==> config.mk <==
export PLATFORM = sky130hd
export DESIGN_NAME = dcc_regfile
export DESIGN_NICKNAME = d
export VERILOG_FILES = /design/src/rtl/dcc_pkg.sv /design/src/rtl/dcc_chan.sv /design/src/rtl/dcc_rdmux.sv /design/src/rtl/dcc_regfile.sv
export SDC_FILE = /design/constraint.sdc
export NUM_CORES = 1
export LEC_CHECK = 0
export ABC_AREA = 1
export BUFFER_PORTS_ARGS = -buffer_cell sky130_fd_sc_hd__buf_2
export CORE_MARGIN = 2
export CORE_UTILIZATION = 55
export CTS_CLUSTER_DIAMETER = 80
export DETAILED_ROUTE_END_ITERATION = 6
export GPL_TIMING_DRIVEN = 0
export HOLD_SLACK_MARGIN = 0.03
export MAX_ROUTING_LAYER = met4
export PLACE_DENSITY = 0.9
export SYNTH_ARGS = -nofsm -noshare
export SYNTH_HDL_FRONTEND = slang
export SYNTH_SLANG_ARGS = --single-unit
==> constraint.sdc <==
create_clock -name clk -period 1.35 [get_ports clk]
set_input_delay 0.27 -clock clk [delete_from_list [all_inputs] [get_ports clk]]
set_output_delay 0.27 -clock clk [all_outputs]
set_load 0.03 [all_outputs]
==> src/rtl/dcc_pkg.sv <==
package dcc_pkg;

  localparam int NCH = 2;

  // Offsets derived per channel
  function automatic int a_byte(int ch);
    return ch * 8;
  endfunction

  function automatic int a_cfg(int ch);
    return 160 + ch * 64;
  endfunction

  function automatic int a_sctl(int ch);
    return 256 + ch * 128;
  endfunction

  function automatic int a_link(int ch);
    return a_sctl(ch) + 4;
  endfunction

  function automatic int a_ien(int ch);
    return a_sctl(ch) + 72;
  endfunction

  // Stored status bits 6,5,2,1; bit 0 is supplied live elsewhere
  function automatic logic [7:0] status_next(logic [7:0] cur, logic wr,
                                             logic [7:0] wd, logic set1,
                                             logic set2);
    logic [7:0] r;
    r = 8'h00;
    r[6:5] = wr ? wd[6:5] : cur[6:5];
    r[2:1] = (wr ? (cur[2:1] & ~wd[2:1]) : cur[2:1]) | {set2, set1};
    return r;
  endfunction

  function automatic logic [31:0] cfg_word(logic flag);
    return {16'h6515, 4'h0, flag, 11'h000};
  endfunction

  function automatic logic [31:0] sum0_word(logic [7:0] cmd0, logic f0,
                                            logic f1, logic [7:0] st0,
                                            logic [7:0] st1);
    logic [31:0] w;
    w = {st1, st0, 8'h00, cmd0};
    w[4] = w[4] | f0;
    w[6] = w[6] | f1;
    w[14] = st1[2];
    return w;
  endfunction

  function automatic logic [31:0] sum1_word(logic [7:0] cmd1, logic f1,
                                            logic [7:0] st1);
    logic [31:0] w;
    w = {8'h00, st1, 8'h00, cmd1};
    w[4] = w[4] | f1;
    return w;
  endfunction

endpackage

==> src/rtl/dcc_chan.sv <==
module dcc_chan #(
  parameter int CH       = 0,
  parameter int ADDR_W   = 9,
  parameter int SCTL_W   = 12,
  parameter logic [7:0]  CMD_MASK = 8'h09,
  parameter logic [15:0] IEN_MASK = 16'h3EED
) (
  input  logic              clk,
  input  logic              rst_n,
  input  logic              wr_en,
  input  logic              word_acc,
  input  logic [ADDR_W-1:0] addr,
  input  logic [31:0]       wdata,
  input  logic              irq_lvl,
  input  logic              dma_act,
  output logic [7:0]        cmd,
  output logic [7:0]        scr,
  output logic [7:0]        status,
  output logic              irq_flag,
  output logic [SCTL_W-1:0] sctl,
  output logic [15:0]       ien,
  output logic              rst_pulse
);
  import dcc_pkg::*;

  localparam logic [ADDR_W-1:0] A_CMD  = ADDR_W'(a_byte(CH));
  localparam logic [ADDR_W-1:0] A_CMDA = ADDR_W'(a_byte(CH) + 16);
  localparam logic [ADDR_W-1:0] A_SCTL = ADDR_W'(a_sctl(CH));
  localparam logic [ADDR_W-1:0] A_IEN  = ADDR_W'(a_ien(CH));

  logic [7:0] st_q;
  logic       act_q;
  logic       hit_cmd, hit_scr, hit_st, hit_sctl, hit_ien;
  logic       ev_irq_rise, ev_dma_end;

  assign hit_cmd  = wr_en && (addr == A_CMD || addr == A_CMDA);
  assign hit_scr  = wr_en && (addr == A_CMD + 1 || addr == A_CMDA + 1);
  assign hit_st   = wr_en && (addr == A_CMD + 2 || addr == A_CMDA + 2);
  assign hit_sctl = wr_en && word_acc && addr == A_SCTL;
  assign hit_ien  = wr_en && word_acc && addr == A_IEN;

  assign ev_irq_rise = irq_lvl && !irq_flag;
  assign ev_dma_end  = !dma_act && act_q;

  assign status = {1'b0, st_q[6:5], 2'b00, st_q[2:1], dma_act};

  always_ff @(posedge clk or negedge rst_n) begin
    if (!rst_n) begin
      cmd       <= 8'h00;
      scr       <= 8'h00;
      st_q      <= 8'h00;
      act_q     <= 1'b0;
      irq_flag  <= 1'b0;
      sctl      <= '0;
      ien       <= 16'h0000;
      rst_pulse <= 1'b0;
    end else begin
      if (hit_cmd) cmd <= wdata[7:0] & CMD_MASK;
      if (hit_scr) scr <= {2'b00, wdata[5:0]};
      st_q      <= status_next(st_q, hit_st, wdata[7:0], ev_dma_end, ev_irq_rise);
      act_q     <= dma_act;
      irq_flag  <= irq_lvl;
      if (hit_sctl) sctl <= wdata[SCTL_W-1:0];
      if (hit_ien) ien <= wdata[31:16] & IEN_MASK;
      rst_pulse <= hit_sctl && wdata[0];
    end
  end
endmodule

==> src/rtl/dcc_rdmux.sv <==
module dcc_rdmux #(
  parameter int ADDR_W = 9,
  parameter int SCTL_W = 12
) (
  input  logic [ADDR_W-1:0]                 addr,
  input  logic [dcc_pkg::NCH-1:0][7:0]      cmd,
  input  logic [dcc_pkg::NCH-1:0][7:0]      scr,
  input  logic [dcc_pkg::NCH-1:0][7:0]      status,
  input  logic [dcc_pkg::NCH-1:0]           flag,
  input  logic [dcc_pkg::NCH-1:0][SCTL_W-1:0] sctl,
  input  logic [dcc_pkg::NCH-1:0][15:0]     ien,
  input  logic [dcc_pkg::NCH-1:0]           drv,
  output logic [31:0]                       data
);
  import dcc_pkg::*;

  localparam logic [ADDR_W-1:0] A_SUM0 = ADDR_W'(16);
  localparam logic [ADDR_W-1:0] A_SUM1 = ADDR_W'(24);
  localparam logic [31:0]       LINK_UP = 32'h0000_0113;

  always_comb begin
    data = 32'h0;
    if (addr == A_SUM0) data = sum0_word(cmd[0], flag[0], flag[1], status[0], status[1]);
    if (addr == A_SUM1) data = sum1_word(cmd[1], flag[1], status[1]);
    for (int ch = 0; ch < NCH; ch++) begin
      if (addr == ADDR_W'(a_byte(ch)))     data = {24'h0, cmd[ch]};
      if (addr == ADDR_W'(a_byte(ch) + 1)) data = {24'h0, scr[ch]};
      if (addr == ADDR_W'(a_byte(ch) + 2)) data = {24'h0, status[ch]};
      if (addr == ADDR_W'(a_cfg(ch)))      data = cfg_word(flag[ch]);
      if (addr == ADDR_W'(a_sctl(ch)))     data = 32'(sctl[ch]);
      if (addr == ADDR_W'(a_link(ch)))     data = drv[ch] ? LINK_UP : 32'h0;
      if (addr == ADDR_W'(a_ien(ch)))      data = {ien[ch], 16'h0000};
    end
  end
endmodule

==> src/rtl/dcc_regfile.sv <==
module dcc_regfile #(
  parameter int ADDR_W = 9,
  parameter int SCTL_W = 12
) (
  input  logic              clk,
  input  logic              rst_n,
  input  logic [ADDR_W-1:0] bus_addr,
  input  logic [31:0]       bus_wdata,
  input  logic [1:0]        bus_size,
  input  logic              bus_wr,
  input  logic              bus_rd,
  output logic [31:0]       bus_rdata,
  input  logic [1:0]        irq_in,
  input  logic [1:0]        dma_active,
  input  logic [1:0]        drive_present,
  output logic [1:0]        bus_reset,
  output logic [15:0]       dma_cmd,
  output logic              irq_out
);
  import dcc_pkg::*;

  localparam logic [1:0] SIZE_WORD = 2'd2;

  logic                        word_acc;
  logic [NCH-1:0][7:0]         cmd, scr, status;
  logic [NCH-1:0]              flag;
  logic [NCH-1:0][SCTL_W-1:0]  sctl;
  logic [NCH-1:0][15:0]        ien;
  logic [31:0]                 rd_next;

  assign word_acc = (bus_size == SIZE_WORD);

  for (genvar ch = 0; ch < NCH; ch++) begin : g_ch
    dcc_chan #(.CH(ch), .ADDR_W(ADDR_W), .SCTL_W(SCTL_W)) u_chan (
      .clk       (clk),
      .rst_n     (rst_n),
      .wr_en     (bus_wr),
      .word_acc  (word_acc),
      .addr      (bus_addr),
      .wdata     (bus_wdata),
      .irq_lvl   (irq_in[ch]),
      .dma_act   (dma_active[ch]),
      .cmd       (cmd[ch]),
      .scr       (scr[ch]),
      .status    (status[ch]),
      .irq_flag  (flag[ch]),
      .sctl      (sctl[ch]),
      .ien       (ien[ch]),
      .rst_pulse (bus_reset[ch])
    );
    assign dma_cmd[ch*8 +: 8] = cmd[ch];
  end

  dcc_rdmux #(.ADDR_W(ADDR_W), .SCTL_W(SCTL_W)) u_rdmux (
    .addr   (bus_addr),
    .cmd    (cmd),
    .scr    (scr),
    .status (status),
    .flag   (flag),
    .sctl   (sctl),
    .ien    (ien),
    .drv    (drive_present),
    .data   (rd_next)
  );

  assign irq_out = |flag;

  always_ff @(posedge clk or negedge rst_n) begin
    if (!rst_n) bus_rdata <= 32'h0;
    else if (bus_rd) bus_rdata <= rd_next;
  end
endmodule

[After elaboration in Yosys (flattened, before gate mapping)]
Index checks and enable logic that the tools add are counted.
Operators by class
  equal/unequal tests: 20
  multiplexer cells: 20
  bitwise gates (word level): 5
  reductions and logical operators: 29
Operator list (count)
  2-to-1 mux 32 bit: 9
  2-to-1 mux 31 bit: 7
  == test 9 x 5 -> 1 bit, second input constant: 6
  == test 9 bit, second input constant: 6
  == test 9 x 4 -> 1 bit, second input constant: 3
  == test 9 x 8 -> 1 bit, second input constant: 2
  2-to-1 mux 9 bit: 2
  logical AND 1 bit: 17
  == test 9 x 1 -> 1 bit, second input constant: 1
  == test 9 x 2 -> 1 bit, second input constant: 1
  zero test 9 bit: 1
  logical OR 1 bit: 6
  AND 2 bit: 2
  zero test 1 bit: 4
  2-to-1 mux 2 bit: 2
  bitwise OR 2 bit: 2
  == test 2 bit, second input constant: 1
  inverter 2 bit: 1
  OR reduction 2 bit: 1
Word-level totals
  bits in registers: 108
  bits of input ports: 53
  output and inout port bits: 51

[Logic depth before layout (Yosys ltp)]
  depth in word-level cells: 17
  mapped depth: 14

[By module]
From an unflattened synthesis, not the netlist that was laid out.
Unflattened totals
  cells, all modules: 838
  area, all modules: 6358.6 um^2
Modules (own cells, without submodules)
  dcc_chan at g_ch[1].u_chan: instances 1, cells an instance 206, area each 1776.7 um^2
  dcc_chan at g_ch[0].u_chan: instances 1, cells an instance 204, area each 1734.2 um^2
  dcc_rdmux: instances 1, cells an instance 289, area each 1541.5 um^2
  dcc_regfile: instances 1, cells an instance 139, area each 1306.3 um^2

[Worst setup path before layout]
OpenSTA, ideal clock, no wires.
  path kind: in2reg
  from: input port bus_addr[1]
  to: register bus_rdata[11]
  data arrival time: 1.268 ns
  setup slack: -0.051 ns
  cell stages on the path: 10
  path through: inv_1 -> nand2_1 -> nor2_4 -> inv_2 -> nor2_2 -> nand2_1 -> nand3_1 -> inv_1 -> o311ai_0 -> nand2_1
Between the ends
  longest elaborated chain between the ends: 16
  elaborated cells between the ends (all ways): 30
Ends and longest elaborated chain
  start, declared: line dcc_regfile.sv:7  | input logic [ADDR_W-1:0] bus_addr,
  == test 9 x 5 -> 1 bit: line dcc_rdmux.sv:24  | if (addr == A_SUM1) data = sum1_word(cmd[1], flag[1], status[1]);
  2-to-1 mux 31 bit: line dcc_rdmux.sv:24
  2-to-1 mux 31 bit: line dcc_rdmux.sv:26  | if (addr == ADDR_W'(a_byte(ch))) data = {24'h0, cmd[ch]};
  2-to-1 mux 31 bit: line dcc_rdmux.sv:27  | if (addr == ADDR_W'(a_byte(ch) + 1)) data = {24'h0, scr[ch]};
  2-to-1 mux 31 bit: line dcc_rdmux.sv:28  | if (addr == ADDR_W'(a_byte(ch) + 2)) data = {24'h0, status[ch]};
  2-to-1 mux 31 bit: line dcc_rdmux.sv:29  | if (addr == ADDR_W'(a_cfg(ch))) data = cfg_word(flag[ch]);
  2-to-1 mux 31 bit: line dcc_rdmux.sv:30  | if (addr == ADDR_W'(a_sctl(ch))) data = 32'(sctl[ch]);
  2-to-1 mux 32 bit: line dcc_rdmux.sv:31  | if (addr == ADDR_W'(a_link(ch))) data = drv[ch] ? LINK_UP : 32'h0;
  2-to-1 mux 32 bit: line dcc_rdmux.sv:32  | if (addr == ADDR_W'(a_ien(ch))) data = {ien[ch], 16'h0000};
  2-to-1 mux 32 bit: line dcc_rdmux.sv:26
  2-to-1 mux 32 bit: line dcc_rdmux.sv:27
  2-to-1 mux 32 bit: line dcc_rdmux.sv:28
  2-to-1 mux 32 bit: line dcc_rdmux.sv:29
  2-to-1 mux 32 bit: line dcc_rdmux.sv:30
  2-to-1 mux 32 bit: line dcc_rdmux.sv:31
  2-to-1 mux 32 bit (*): line dcc_rdmux.sv:32
  end signal, assigned: line dcc_regfile.sv:70  | else if (bus_rd) bus_rdata <= rd_next;
  end, declared: line dcc_regfile.sv:12  | output logic [31:0] bus_rdata,
Every way passes the cells marked *; elsewhere a longest branch is shown, timed or not.
A chain may end at the register's enable or synchronous reset.

[Final worst setup path]
  from: input port bus_addr[0]
  to: register bus_rdata[3]
Between the ends
  longest elaborated chain between the ends: 17
  elaborated cells between the ends (all ways): 32
Ends and longest elaborated chain
  == test 9 x 5 -> 1 bit: line dcc_rdmux.sv:23  | if (addr == A_SUM0) data = sum0_word(cmd[0], flag[0], flag[1], status[0], status[1]);
  2-to-1 mux 31 bit: line dcc_rdmux.sv:23
  2-to-1 mux 31 bit: line dcc_rdmux.sv:24
  2-to-1 mux 31 bit: line dcc_rdmux.sv:26
  2-to-1 mux 31 bit: line dcc_rdmux.sv:27
  2-to-1 mux 31 bit: line dcc_rdmux.sv:28
  2-to-1 mux 31 bit: line dcc_rdmux.sv:29
  2-to-1 mux 31 bit: line dcc_rdmux.sv:30
  2-to-1 mux 32 bit: line dcc_rdmux.sv:31
  2-to-1 mux 32 bit: line dcc_rdmux.sv:32
  2-to-1 mux 32 bit: line dcc_rdmux.sv:26
  2-to-1 mux 32 bit: line dcc_rdmux.sv:27
  2-to-1 mux 32 bit: line dcc_rdmux.sv:28
  2-to-1 mux 32 bit: line dcc_rdmux.sv:29
  2-to-1 mux 32 bit: line dcc_rdmux.sv:30
  2-to-1 mux 32 bit: line dcc_rdmux.sv:31
  2-to-1 mux 32 bit (*): line dcc_rdmux.sv:32
Marks and branches as above.

==> flow_metrics.env <==
export IMPL_grt_max_degree=75
export IMPL_synthesis_area_um2=4980
export IMPL_cts_tree="built"
export IMPL_cp_slowest_stage_delay_ns=0.27
export IMPL_die_w_um=99.2
export IMPL_cellPowerDensity_nw_per_um2=927
export IMPL_cts_max_path_buffers=2
export IMPL_total_power_mw=5.75
export IMPL_wl_met3_um=1250
export IMPL_seq_area_frac_synth_pct=52.2
export IMPL_synth_top_cell_by_area="dfrtp_1"
export IMPL_yosys_cell_types_count=37
export IMPL_wl_met1_um=5740
export IMPL_globalplace_congestion=0.941
export IMPL_nets=788
export IMPL_hpwl_um=9930
export IMPL_totalWireLength_um=14200
export IMPL_vias=4826
export IMPL_violations="setup timing"
export IMPL_end_kind="flip-flop"
export IMPL_ys_ff_latch=104
export IMPL_p_leak_nw=3.26
export IMPL_skew_ns=0.00483
export IMPL_port_buffers=77
export IMPL_drc=0
export IMPL_clock_latency_ns=0.38
export IMPL_rsz0062_at_grt="true"
export IMPL_initial_core_util_pct=56.9
export IMPL_yosysMostFrequentCell="nand2_1"
export IMPL_drive_gt1_share_pct=27.8
export IMPL_std_cell_rows=34
export IMPL_cts_buffers_inserted=9
export IMPL_coreArea_um2=8760
export IMPL_maxSlewHeadroom_pct=59.8
export IMPL_wl_met2_um=6800
export IMPL_synth_ff_type="dfrtp_1"
export IMPL_cts_sinks=104
export IMPL_async_flop_share_pct=100
export IMPL_diodes=0
export IMPL_path_cells="buf_2 -> inv_1 -> nand2_2 -> nor2_4 -> nand2_2 -> o211ai_1 -> o211ai_1 -> nand4_1 -> nand2_1 -> nand2_1"
export IMPL_arrival_ns=1.71
export IMPL_reg2reg_slack_ns=0.08
export IMPL_synthCells=604
export IMPL_area_growth_pct=24.6
export IMPL_antenna_found_initial=0
export IMPL_htreeDepth=3
export IMPL_dieArea_um2=9840
export IMPL_ir_worst_vdd_mv=0.822
export IMPL_hold_violations=0
export IMPL_overflow=0
export IMPL_fp_dieH_um=99.2
export IMPL_status="complete, but fails checks"
export IMPL_grt_pass1_vias=4437
export IMPL_synth_area_per_cell_um2=8.25
export IMPL_synth_edf_count=0
export IMPL_drt_iter0_drc=475
export IMPL_crit_path_start_kind="primary input"
export IMPL_setup_viol=3
export IMPL_synth_common_cells="nand2_1, dfrtp_1, o21ai_0, inv_1, nand3_1"
export IMPL_top_layer="met4"
export IMPL_io_pins=104
export IMPL_finalCritPeriodShare_pct=102
export IMPL_antenna_left=0
export IMPL_grt_pass1_wl_um=22100
export IMPL_layout_setup_ws_ns=-0.0324
export IMPL_period_minus_slack_ns=1.38
export IMPL_drt_pass1_iterations=5
export IMPL_via_per_inst=5.69
export IMPL_required_ns=1.68
export IMPL_max_freq_mhz=723
export IMPL_cap_violations=0
export IMPL_fin_tns_setup_ns=-0.0514
export IMPL_hp_class="primary input to flip-flop"
export IMPL_crit_fanout=9
export IMPL_yosys_warnings=0
export IMPL_crit_type="primary input to flip-flop"
export IMPL_cts_root_buf="clkbuf_8"
export IMPL_synth_area_leaders="dfrtp_1, nand2_1, o21ai_0"
export IMPL_worstMarginPinSlew_ns=0.601
export IMPL_clkTransAtPathRegs_ns=0.10
export IMPL_cp_slowest_cell="o211ai_1"
export IMPL_synth_top_area_share_pct=52.2
export IMPL_slew_viol_final=0
export IMPL_grt_use_total_pct=29.4
export IMPL_wl_per_cell_um=16.8
[path summary, 6_finish.rpt]
kind,from,endpoint,depth (start not counted)
setup / recovery,bus_addr[0],bus_rdata[3]$_DFFE_PN0P_,10
min in group asynchronous,rst_n,g_ch[0].u_chan.rst_pulse$_DFF_PN0_,2
setup reg to reg,g_ch[1].u_chan.cmd[0]$_DFFE_PN0P_,bus_rdata[0]$_DFFE_PN0P_,10
hold / removal,bus_wdata[21],g_ch[1].u_chan.ien[5]$_DFFE_PN0P_,3
max in group asynchronous,rst_n,g_ch[0].u_chan.ien[0]$_DFFE_PN0P_,3
hold reg to reg,g_ch[1].u_chan.act_q$_DFF_PN0_,g_ch[1].u_chan.st_q[1]$_DFF_PN0_,2
[per-layer routing]
| layer | track usage, % | up-vias |
|---|---|---|
| met2 | 46.0 | 314 |
| met4 | 9.80 | 0 |
| met1 | 40.0 | 2265 |
| li1 | - | 2203 |
| met5 | - | - |
| met3 | 4.29 | 44 |
[layout make-up]
class	instances	area, um^2
clock inverter	7	56.3
sequential	104	2600
timing repair buffer	105	664
multi-input combinational	418	2100
buffer	37	287
clock buffer	9	124
fill	666	2550
tap	108	135
inverter	60	239
[power by group]
| group | internal, mW | switching [mW] | total (mW) |
|---|---|---|---|
| Sequential | 3.18 | 0.0475 | 3.23 |
| Combinational | 0.216 | 0.453 | 0.669 |
| Clock | 0.690 | 1.16 | 1.85 |
| Total | 4.09 | 1.66 | 5.75 |
[cells in the final DEF, fill, tap and decap left out, types with 2 or more instances in the layout]
master	netlist	layout
nand2_1	180	168
dfrtp_1	104	104
buf_2	5	74
o21ai_0	59	54
inv_1	53	45
buf_4	19	42
nand3_1	39	36
o21ai_1	28	33
nor2_1	25	17
conb_1	1	16
nand2_2	4	14
a21oi_1	14	14
inv_2	6	10
buf_6	5	10
clkbuf_8	0	9
nor2_4	4	8
nor2_2	3	7
nand4_1	7	7
clkbuf_1	8	6
a31oi_1	6	6
dlygate4sd3_1	0	5
inv_4	0	4
nand2_4	2	4
clkinvlp_4	0	4
o211ai_1	4	4
a41oi_1	4	4
nand3_4	1	3
nor3_1	6	3
a21o_1	3	3
o22ai_1	3	3
nor3_2	1	2
nor3_4	0	2
nand3_2	1	2
[state kept, by name, summed over array words and instances, names as in the netlist]
name                   cells
bus_rdata                 28
g_ch.u_chan.scr           12
g_ch.u_chan.act_q          2
g_ch.u_chan.rst_pulse      2
g_ch.u_chan.st_q           8
g_ch.u_chan.cmd            4
g_ch.u_chan.irq_flag       2
g_ch.u_chan.sctl          24
g_ch.u_chan.ien           22
[metrics by stage]
step | cell area [um^2] | cells | hold WS (ns) | util (%) | setup slack (ns)
final | 6210 | 848 | 0.122 | 70.9 | -0.0324
after global placement | 5600 | 804 | 0.395 | 63.9 | -1.02
after detailed placement | 5630 | 805 | 0.243 | 64.3 | -0.511
after global routing | 6210 | 848 | 0.128 | 70.9 | -0.0901
after floorplan | 5080 | 619 | -0.0256 | - | -0.00665
after CTS | 5920 | 829 | 0.125 | 67.5 | -0.00625
[critical path, delay by kind of cell]
| family | cells | cell delay (ns) |
|---|---|---|
| AO/OA/AOI/OAI | 2 | 0.44 |
| AND/OR/NAND/NOR | 6 | 0.76 |
| buffers and inverters | 2 | 0.22 |
[cells by family after synthesis]
family,Yosys count,synth area share (%)
and+or+nand+nor,276,24.2
AOI/OAI and AO/OA,126,13.9
DFF,104,52.2
buffers and inverters,97,9.62
other,1,0.0752
[timing repair]
item,CTS,global route
hold endpoints to repair,34,0
setup buffers,3,16
hold buffers,5,0
gates resized for setup,14,55
cloned,0,3
pin swaps,2,12
endpoints found under the setup margin,19,88
No activity file was read; power rests on OpenSTA's default activity.
